===== config.mk =====
export PLATFORM = sky130hd
export DESIGN_NAME = sample_port_router
export DESIGN_NICKNAME = d
export VERILOG_FILES = /design/src/rtl/spr_pkg.sv /design/src/rtl/spr_phase.sv /design/src/rtl/spr_steer.sv /design/src/rtl/spr_dclk.sv /design/src/rtl/sample_port_router.sv
export SDC_FILE = /design/constraint.sdc
export NUM_CORES = 1
export LEC_CHECK = 0
export ABC_AREA = 1
export BUFFER_PORTS_ARGS = -buffer_cell sky130_fd_sc_hd__buf_4
export CORE_MARGIN = 2
export CORE_UTILIZATION = 45
export DETAILED_ROUTE_END_ITERATION = 6
export PLACE_DENSITY = 0.81
export SETUP_SLACK_MARGIN = 0.2
export SLEW_MARGIN = 10
export SYNTH_ARGS = -nofsm -noshare
export SYNTH_HDL_FRONTEND = slang
export SYNTH_SLANG_ARGS = --single-unit

===== constraint.sdc =====
create_clock -name clk -period 1.2 [get_ports clk]
set_input_delay 0.06 -clock clk [delete_from_list [all_inputs] [get_ports clk]]
set_output_delay 0.06 -clock clk [all_outputs]
set_load 0.05 [all_outputs]

===== src/rtl/spr_pkg.sv =====
`timescale 1ns/1ps
package spr_pkg;
   typedef struct packed {
      logic div;
      logic mod;
      logic dup;
   } spr_mode_t;

   function automatic logic b_live(spr_mode_t m);
      return m.dup | (m.div & ~m.mod);
   endfunction

   function automatic logic is_pair(spr_mode_t m);
      return m.div & ~m.mod & ~m.dup;
   endfunction
endpackage


===== src/rtl/spr_phase.sv =====
`timescale 1ns/1ps
module spr_phase #(
   parameter int DEC = 5,
   localparam int PW = $clog2(DEC)
) (
   input  logic              clk,
   input  logic              rst_n,
   input  logic              clr,
   input  logic              adv,
   input  spr_pkg::spr_mode_t mode,
   output logic [PW-1:0]     ph,
   output logic              done
);
   logic [PW-1:0] lim;

   always_comb begin
      if (!mode.div)     lim = '0;
      else if (mode.mod) lim = PW'(DEC - 1);
      else               lim = PW'(1);
   end

   assign done = adv && (ph == lim);

   always_ff @(posedge clk) begin
      if (!rst_n || clr) ph <= '0;
      else if (adv)      ph <= (ph == lim) ? '0 : ph + PW'(1);
   end
endmodule


===== src/rtl/spr_steer.sv =====
`timescale 1ns/1ps
module spr_steer #(
   parameter int W = 8
) (
   input  logic              clk,
   input  logic              rst_n,
   input  logic              take,
   input  logic              done,
   input  spr_pkg::spr_mode_t mode,
   input  logic [W-1:0]      din,
   output logic [W-1:0]      a_q,
   output logic [W-1:0]      b_q
);
   logic [W-1:0] prev_q;

   always_ff @(posedge clk) begin
      if (!rst_n) begin
         a_q    <= '0;
         b_q    <= '0;
         prev_q <= '0;
      end else begin
         if (take) prev_q <= din;
         if (done) begin
            a_q <= din;
            if (mode.dup)                   b_q <= din;
            else if (spr_pkg::is_pair(mode)) b_q <= prev_q;
         end
      end
   end
endmodule


===== src/rtl/spr_dclk.sv =====
`timescale 1ns/1ps
module spr_dclk #(
   parameter int N  = 2,
   parameter int PW = 3
) (
   input  logic          clk,
   input  logic          rst_n,
   input  logic          clr,
   input  logic          adv,
   input  logic [PW-1:0] ph,
   output logic          dclk
);
   localparam int HOLD = N / 2;
   localparam bit ODD  = (N % 2) == 1;

   logic early;
   logic q_pos;

   if (HOLD > 1) begin : g_early
      assign early = ph < PW'(HOLD - 1);
   end else begin : g_no_early
      assign early = 1'b0;
   end

   always_ff @(posedge clk) begin
      if (!rst_n || clr) q_pos <= 1'b0;
      else if (adv)      q_pos <= (ph == PW'(N - 1)) || early;
   end

   if (ODD) begin : g_odd
      logic q_neg;
      always_ff @(negedge clk) begin
         if (!rst_n) q_neg <= 1'b0;
         else        q_neg <= q_pos;
      end
      assign dclk = q_pos | q_neg;
   end else begin : g_even
      assign dclk = q_pos;
   end
endmodule


===== src/rtl/sample_port_router.sv =====
`timescale 1ns/1ps
module sample_port_router #(
   parameter int SAMPLE_W = 8,
   parameter int DEC_SLOW = 5
) (
   input  logic                clk,
   input  logic                rst_n,
   input  logic [SAMPLE_W-1:0] smp_i,
   input  logic                smp_vld_i,
   input  logic                cfg_div_i,
   input  logic                cfg_mod_i,
   input  logic                cfg_dup_i,
   output logic [SAMPLE_W-1:0] port_a_o,
   output logic [SAMPLE_W-1:0] port_b_o,
   output logic                a_act_o,
   output logic                b_act_o,
   output logic                dclk_o
);
   import spr_pkg::*;
   localparam int PW = $clog2(DEC_SLOW);

   if (SAMPLE_W < 1 || DEC_SLOW < 3) begin : g_param_bad
      $error("sample_port_router: SAMPLE_W must be >= 1 and DEC_SLOW >= 3");
   end

   spr_mode_t     pins, mode_q;
   logic          primed_q, run_q, b_act_q;
   logic          chg, adv, done;
   logic [PW-1:0] ph;
   logic          d_half, d_slow;

   assign pins = '{div: cfg_div_i, mod: cfg_mod_i, dup: cfg_dup_i};
   assign chg  = !primed_q || (pins != mode_q);
   assign adv  = smp_vld_i && !chg;

   always_ff @(posedge clk) begin
      if (!rst_n) begin
         mode_q   <= '0;
         primed_q <= 1'b0;
         run_q    <= 1'b0;
         b_act_q  <= 1'b0;
      end else begin
         mode_q   <= pins;
         primed_q <= 1'b1;
         run_q    <= 1'b1;
         b_act_q  <= b_live(pins);
      end
   end

   spr_phase #(.DEC(DEC_SLOW)) i_phase (
      .clk(clk), .rst_n(rst_n), .clr(chg), .adv(adv),
      .mode(mode_q), .ph(ph), .done(done)
   );

   spr_steer #(.W(SAMPLE_W)) i_steer (
      .clk(clk), .rst_n(rst_n), .take(adv), .done(done),
      .mode(mode_q), .din(smp_i), .a_q(port_a_o), .b_q(port_b_o)
   );

   spr_dclk #(.N(2), .PW(PW)) i_dclk_half (
      .clk(clk), .rst_n(rst_n), .clr(chg), .adv(adv), .ph(ph), .dclk(d_half)
   );

   spr_dclk #(.N(DEC_SLOW), .PW(PW)) i_dclk_slow (
      .clk(clk), .rst_n(rst_n), .clr(chg), .adv(adv), .ph(ph), .dclk(d_slow)
   );

   assign dclk_o  = run_q & (mode_q.div ? (mode_q.mod ? d_slow : d_half) : clk);
   assign a_act_o = run_q;
   assign b_act_o = b_act_q;
endmodule


== Yosys cells after proc, flatten, opt, wreduce, memory -nomap -nowiden ==
Cells that the tools add are included.

* Equality and inequality tests: 4
* Bitwise gates (word level): 9
* Multiplexer cells: 8
* Add/sub/neg operators: 1
* Magnitude comparators: 1
* Reductions and logical operators: 10

{| class="wikitable"
|+ Operators with widths
! kind !! count
|-
| 8-bit two-way mux || 2
|-
| 3-bit two-way mux || 3
|-
| 1-bit AND || 4
|-
| 3-bit by 1-bit adder with 3-bit output, second input constant || 1
|-
| 3-bit by 1-bit == test with 1-bit output, second input constant || 1
|-
| 3-bit == test || 1
|-
| 3-bit == test, second input constant || 1
|-
| 1-bit zero test || 3
|-
| 1-bit logical OR || 3
|-
| 3-bit by 1-bit < comparator with 1-bit output, second input constant || 1
|-
| 1-bit two-way mux || 3
|-
| 3-bit inequality test || 1
|-
| 1-bit inverter || 3
|-
| 1-bit logical AND || 2
|-
| 1-bit OR || 2
|-
| 2-bit AND reduction || 1
|-
| 2-bit nonzero test || 1
|}

* Flip-flop bits (word level): 35
* Output and inout bits: 19

== Depth between registers and ports, before layout ==
Gate-level depths: netlist (run 1).

* Word-level depth: 6
* Mapped depth: 11

== Cells and area by module ==
From an unflattened synthesis (run 1), not the netlist that was laid out.

* Cell total of the unflattened synthesis: 242
* Area total of the unflattened synthesis: 1597.8 um^2

{| class="wikitable"
|+ Modules (own cells, without submodules)
! module !! cells an instance !! area each (um^2) !! times used !! seq. area each (um^2)
|-
| spr_steer || 148 || 1013.5 || 1 || 480.5
|-
| sample_port_router || 37 || 234.0 || 1 || 100.1
|-
| spr_phase || 31 || 193.9 || 1 || 60.1
|-
| spr_dclk (i_dclk_slow) || 15 || 93.8 || 1 || 40.0
|-
| spr_dclk (i_dclk_half) || 11 || 62.6 || 1 || 20.0
|}

==> impl_metrics.py, run 1 <==
metrics = {
    "worst_setup_path": {
        "cpPeakStageDelay_ps": 300,
        "reg2reg_setup_slack_ps": -240,
        "worstReg2RegEnd": "i_steer.b_q[3]$_SDFFE_PN0P_",
        "critPathSlowestCell": "dfxtp_2",
        "critical_path.top_delay_family": "flip-flops",
        "r2r_start": "mode_q[2]$_SDFF_PN0_",
        "worst_setup_path_start_kind": "register",
        "critPathMaxFanout": 1,
        "startpoint": "i_dclk_slow.g_odd.q_neg$_SDFF_NN0_",
        "crit_arrival_ps": 1820,
        "ff2ff_path_depth": 11,
        "critical_path_class": "reg -> out",
        "worst-endpoint-required_ps": 1140,
        "endpoint": "dclk_o",
        "worstSetupPathDepth": 3,
        "crit_path_cell_trace": "o21ai_2 > a31oi_4 > buf_6",
        "critPathBufInv": 1,
        "end_kind": "primary output",
    },
    "pwr": {
        "p_per_area_mw_per_mm2": 999.3,
        "p_total_mw": 2.631,
        "peakVddDrop_v": 0.0005839,
        "p_leak_nw": 1.154,
    },
    "drt": {
        "vias_per_cell": 5.171,
        "routed_wl_mm": 4.948,
        "ant_nets": 0,
        "drtIter0Drc": 140,
        "via_count": 1758,
        "drt_pass1_iterations": 4,
        "avgRoutedWirePerCell_um": 14.55,
        "drcViolationCount": 0,
    },
    "floorplan": {
        "initial_core_util": 0.4751,
        "rows": 21,
        "die_h_um": 63.82,
        "coreArea_mm2": 0.003390,
        "fp.dieW_um": 63.82,
        "io_pins": 33,
        "dieArea_mm2": 0.004073,
    },
    "logic_synthesis": {
        "synth_area_mm2": 0.001610,
        "yosysTopAreaCellShare": 0.4351,
        "synth_area_per_cell_um2": 7.632,
        "synth_nets": 228,
        "ys_warn_count": 0,
        "ys_ff_latch": 35,
        "syn_inst": 211,
        "ys_seq_area_frac": 0.4351,
        "synth_area_leaders": "dfxtp_1, nand2_1, a21oi_1",
        "ys_types": 21,
        "yosysTopAreaCell": "dfxtp_1",
    },
    "status": {
        "failed_checks": "setup timing",
        "status": "finished with violations",
    },
    "timing": {
        "worst_pin_slew_ps": 217.6,
        "setup_ws_ps": -676.9,
        "setup_violations": 31,
        "clock_skew_ps": 40.67,
        "setup_tns_ps": -6624,
        "rsz0062_at_grt": "yes",
        "relSlewSlack": 0.8508,
        "maxSlewViolCount": 0,
        "hold_viol_final": 0,
    },
    "run": {
        "maxCapViolCount": 0,
    },
    "final_layout": {
        "multi_input_area_um2": 853.3,
        "drive_above_1_share": 0.4524,
        "diodes": 0,
        "area_growth_pct": 63.48,
        "nets": 310,
        "final_core_util": 0.7767,
        "stdcell_count": 340,
        "seq_area_um2": 730.7,
        "n_fill_cell": 187,
    },
    "placement": {
        "post-place-ws_ps": -291.3,
        "dp.final_hpwl_mm": 2.707,
        "port_buffers": 32,
        "placed_cells": 302,
        "gp_congestion": 0.7556,
    },
    "global_route": {
        "grt_max_degree": 18,
        "antenna_found_initial": 0,
        "grt_first_pass_wirelength_mm": 7.817,
        "grt_use_total": 0.2547,
        "first_global_vias": 1711,
        "grt-ovfl-total": 0,
    },
    "clock_network": {
        "clock_latency_ps": 510,
        "path_clk_slew_ps": 110,
        "cts_tree": "built",
    },
    "hold_path": {
        "hold_path_class": "in -> reg",
    },
}
[worst min-delay path: stages]
cell,delay (ps)
buf_4,120
inv_1,100
nor2_2,70
nand3_2,60
nor2_1,30
[what timing repair did]
item,in CTS,in global routing
endpoints found under the setup margin,50,50
hold buffers,13,0
endpoints found under the hold margin,24,0
gates resized for setup,63,8
pin swaps,1,3
gates cloned,0,1
setup buffers,6,7
[Yosys cell counts]
cell	number
nand2_1	59
dfxtp_1	35
nor2_1	22
a21oi_1	21
inv_1	18
mux2i_1	8
nand4_1	8
o21ai_0	7
buf_6	4
clkbuf_1	4
nand2_2	4
nand3_1	4
nor2_4	4
a21oi_2	3
ha_1	3
nor2_2	2
a31oi_1	1
buf_2	1
inv_4	1
nand3_4	1
o22ai_1	1
[worst min path at each step]
stage                    from                    endpoint  cells past startpoint
global placement    cfg_mod_i        mode_q[1]$_SDFF_PN0_                      3
floorplan               rst_n             a_act_o$_DFF_P_                      0
finish                  rst_n  i_phase.ph[2]$_SDFFE_PP0P_                      5
global route            rst_n  i_phase.ph[2]$_SDFFE_PP0P_                      5
detailed placement  cfg_mod_i        mode_q[1]$_SDFF_PN0_                      3
CTS                     rst_n  i_phase.ph[2]$_SDFFE_PP0P_                      5
[area by class of cell]
class,count,area share
inverters,18,0.02662
clock buffers,10,0.02852
repair buffers,79,0.3151
multi-input cells,149,0.3241
clock inverters,3,0.006179
well taps,46,0.02186
flip-flops and latches,35,0.2776
[through the flow]
step | hold slack (ps) | cell area [um2]
after detailed placement | 264.6 | 2091
final | 11.91 | 2633
after CTS | 8.221 | 2536
after global routing | 15.04 | 2633
after global placement | 261.0 | 2091
after floorplan | 87.69 | 1692
[power by group]
group | internal, mW | switching [mW] | total (mW)
clock network | 0.397 | 0.554 | 0.951
registers | 1.19 | 0.0236 | 1.21
logic | 0.220 | 0.247 | 0.466
[state kept, by name, indices dropped and copies added, names as in the netlist]
signal,count
i_steer.a_q,8
i_steer.b_q,8
i_steer.prev_q,8
i_phase.ph,3
mode_q,3
a_act_o,1
b_act_o,1
i_dclk_half.dclk,1
i_dclk_slow.g_odd.q_neg,1
i_dclk_slow.q_pos,1
[cell usage in the layout, fill, tap and decap left out, drive strengths merged, types with 3 or more instances in the layout]
master	netlist	layout
buf	5	67
nand4	8	8
dlygate4sd3	0	13
nand3	5	5
ha	3	3
o21ai	7	7
clkbuf	4	9
nor2	28	28
nand2	63	64
mux2i	8	8
a21oi	24	24
dfxtp	35	35
inv	19	19
[cell families (layout without fill, tap and decap cells)]
family / Yosys count / after routing / share of synthesized area
AOI/OAI and AO/OA: 33 / 33 / 0.1111
adders and majority gates: 3 / 3 / 0.02331
buffers and inverters: 28 / 110 / 0.08624
DFF: 35 / 35 / 0.4351
muxes: 8 / 8 / 0.04973
and+or+nand+nor: 104 / 105 / 0.2945
[layer usage]
layer	vias to the layer above	global-route usage	routed length [um]	part of all wire
met5	-	0	0	0
met4	0	0.1304	118	0.024
met3	15	0.08627	317	0.064
met2	76	0.4401	2591	0.52
met1	823	0.2737	1921	0.39
li1	844	-	-	-
(Power assumes the default switching activity.)
==> run 2, diff against run 1 <==
PLACE_DENSITY = default   (was 0.81)
PLACE_DENSITY_LB_ADDON = 0.2   (was default)
==> run 2 against run 1 <==
Net effect: the flow still finishes with violations (setup timing); hold slack better by 11 ps; power rose by 21%; register-to-register slack worse by 240 ps; setup slack lost 85 ps; combinational power grew 21%; via count is 11% higher.
==> impl_metrics.py, run 2 (synthesis results as in run 1) <==
metrics = {
    "pwr": {
        "p_leak_nw": 1.294,
        "pwr-share-comb": 0.177,
        "clock_power_share": 0.444,
        "pwr-share-seq": 0.380,
        "p_total_mw": 3.192,
        "p_per_area_mw_per_mm2": 1049,
        "peakVddDrop_v": 0.0007618,
        "p_int_mw": 2.268,
        "sw_frac_of_total": 0.2893,
        "p_sw_mw": 0.9235,
    },
    "drt": {
        "routed_wl_mm": 6.314,
        "drtIter0Drc": 154,
        "ant_nets": 0,
        "vias_per_cell": 5.508,
        "avgRoutedWirePerCell_um": 17.84,
        "drcViolationCount": 0,
        "drt_pass1_iterations": 5,
        "via_count": 1950,
    },
    "final_layout": {
        "layout_common_cells": "buf_4, nand2_1, dfxtp_2",
        "area_growth_pct": 88.89,
        "n_fill_cell": 122,
        "nets": 324,
        "layout_commonest_cell": "buf_4",
        "reg_top3": "i_steer.a_q: 8 flops, i_steer.b_q: 8 flops, i_steer.prev_q: 8 flops",
        "diodes": 0,
        "drive_above_1_share": 0.5942,
    },
    "floorplan": {
        "coreArea_mm2": 0.003390,
        "dieArea_mm2": 0.004073,
        "initial_core_util": 0.4751,
        "die_h_um": 63.82,
        "fp.dieW_um": 63.82,
        "rows": 21,
        "io_pins": 33,
    },
    "placement": {
        "post-place-ws_ps": -265.3,
        "dp.final_hpwl_mm": 2.769,
        "port_buffers": 32,
        "gp_congestion": 0.7620,
    },
    "status": {
        "failed_checks": "setup timing",
        "status": "finished with violations",
    },
    "worst_setup_path": {
        "worst_setup_path_start_kind": "register",
        "crit_arrival_ps": 1900,
        "critical_path_class": "reg -> out",
        "critPathSlowestCell": "dfxtp_2",
        "end_kind": "primary output",
        "reg2reg_setup_slack_ps": -480,
        "cpPeakStageDelay_ps": 320,
        "crit_path_cell_trace": "o21ai_2 > a31oi_4 > buf_6",
        "worst-endpoint-required_ps": 1140,
        "critPathMaxFanout": 1,
    },
    "global_route": {
        "grt-ovfl-total": 0,
        "grt_first_pass_wirelength_mm": 9.135,
        "grt_max_degree": 18,
        "antenna_found_initial": 0,
        "first_global_vias": 1944,
        "grt_use_total": 0.3050,
    },
    "timing": {
        "setup_violations": 31,
        "clock_skew_ps": 67.13,
        "setup_tns_ps": -13000,
        "maxSlewViolCount": 0,
        "worst_pin_slew_ps": 246.0,
        "relSlewSlack": 0.8354,
        "hold_viol_final": 0,
        "setup_ws_ps": -761.9,
        "rsz0062_at_grt": "yes",
    },
    "clock_network": {
        "path_clk_slew_ps": 120,
        "cts_tree": "built",
        "clock_latency_ps": 550,
    },
    "hold_path": {
        "hold_path_class": "in -> reg",
    },
    "run": {
        "maxCapViolCount": 0,
    },
}
[run 2: worst paths after layout]
kind | to | cells past startpoint | start
worst max-delay path | dclk_o | 3 | i_dclk_slow.g_odd.q_neg$_SDFF_NN0_
worst min-delay path | i_dclk_half.dclk$_SDFFE_PP0P_ | 5 | rst_n
worst max register to register | i_steer.b_q[7]$_SDFFE_PN0P_ | 12 | mode_q[2]$_SDFF_PN0_
worst min register to register | i_steer.prev_q[6]$_SDFFE_PN0P_ | 2 | i_steer.prev_q[6]$_SDFFE_PN0P_
[run 2: worst max-delay path, delay by kind of cell, from the launching register on]
| family | cells | cell delay, ps |
|---|---|---|
| flops | 1 | 320 |
| compound gates | 2 | 270 |
| buf+inv | 1 | 160 |
[run 2: layer usage]
| metal | track usage | up-vias | routed length, um |
|---|---|---|---|
| li1 | - | 878 | - |
| met1 | 0.3348 | 914 | 2409 |
| met2 | 0.5000 | 121 | 3127 |
| met3 | 0.1039 | 37 | 453 |
| met4 | 0.1957 | 0 | 324 |
| met5 | 0 | - | 0 |
[run 2: cell type report]
cell class / count / area, um2 / area share
clock buffer: 10 / 75.07 / 0.02468
clock inverter: 3 / 63.81 / 0.02098
inverter: 18 / 72.57 / 0.02386
multi-input combinational: 150 / 1056 / 0.3472
sequential: 35 / 737.0 / 0.2423
tap: 46 / 57.56 / 0.01892
timing repair buffer: 92 / 979.7 / 0.3221
[run 2: metrics by stage]
step | area [um2] | instances | utilization | hold WS, ps
2_1_floorplan | 1692 | 211 | - | 87.69
3_3_place_gp | 2151 | 310 | 0.6346 | 290.7
3_5_place_dp | 2151 | 310 | 0.6346 | 296.9
4_1_cts | 2853 | 348 | 0.8416 | 6.963
5_1_grt | 3042 | 354 | 0.8974 | 17.98
6_report | 3042 | 354 | 0.8974 | 23.10
[run 2: what timing repair did]
item	CTS	global route
hold buffers	13	0
gates cloned	3	0
endpoints found under the hold margin	23	0
setup buffers	11	6
setup endpoints to repair	50	50
pin swaps	16	18
resized for setup	98	44
[run 2: power groups by stage]
stage / Clock (mW) / Sequential, mW / Combinational [mW]
detailed placement: 0.136 / 1.23 / 0.355
global route: 1.48 / 1.21 / 0.591
floorplan: 0.116 / 1.28 / 0.169
finish: 1.42 / 1.21 / 0.564
CTS: 1.38 / 1.21 / 0.483
global placement: 0.136 / 1.23 / 0.351
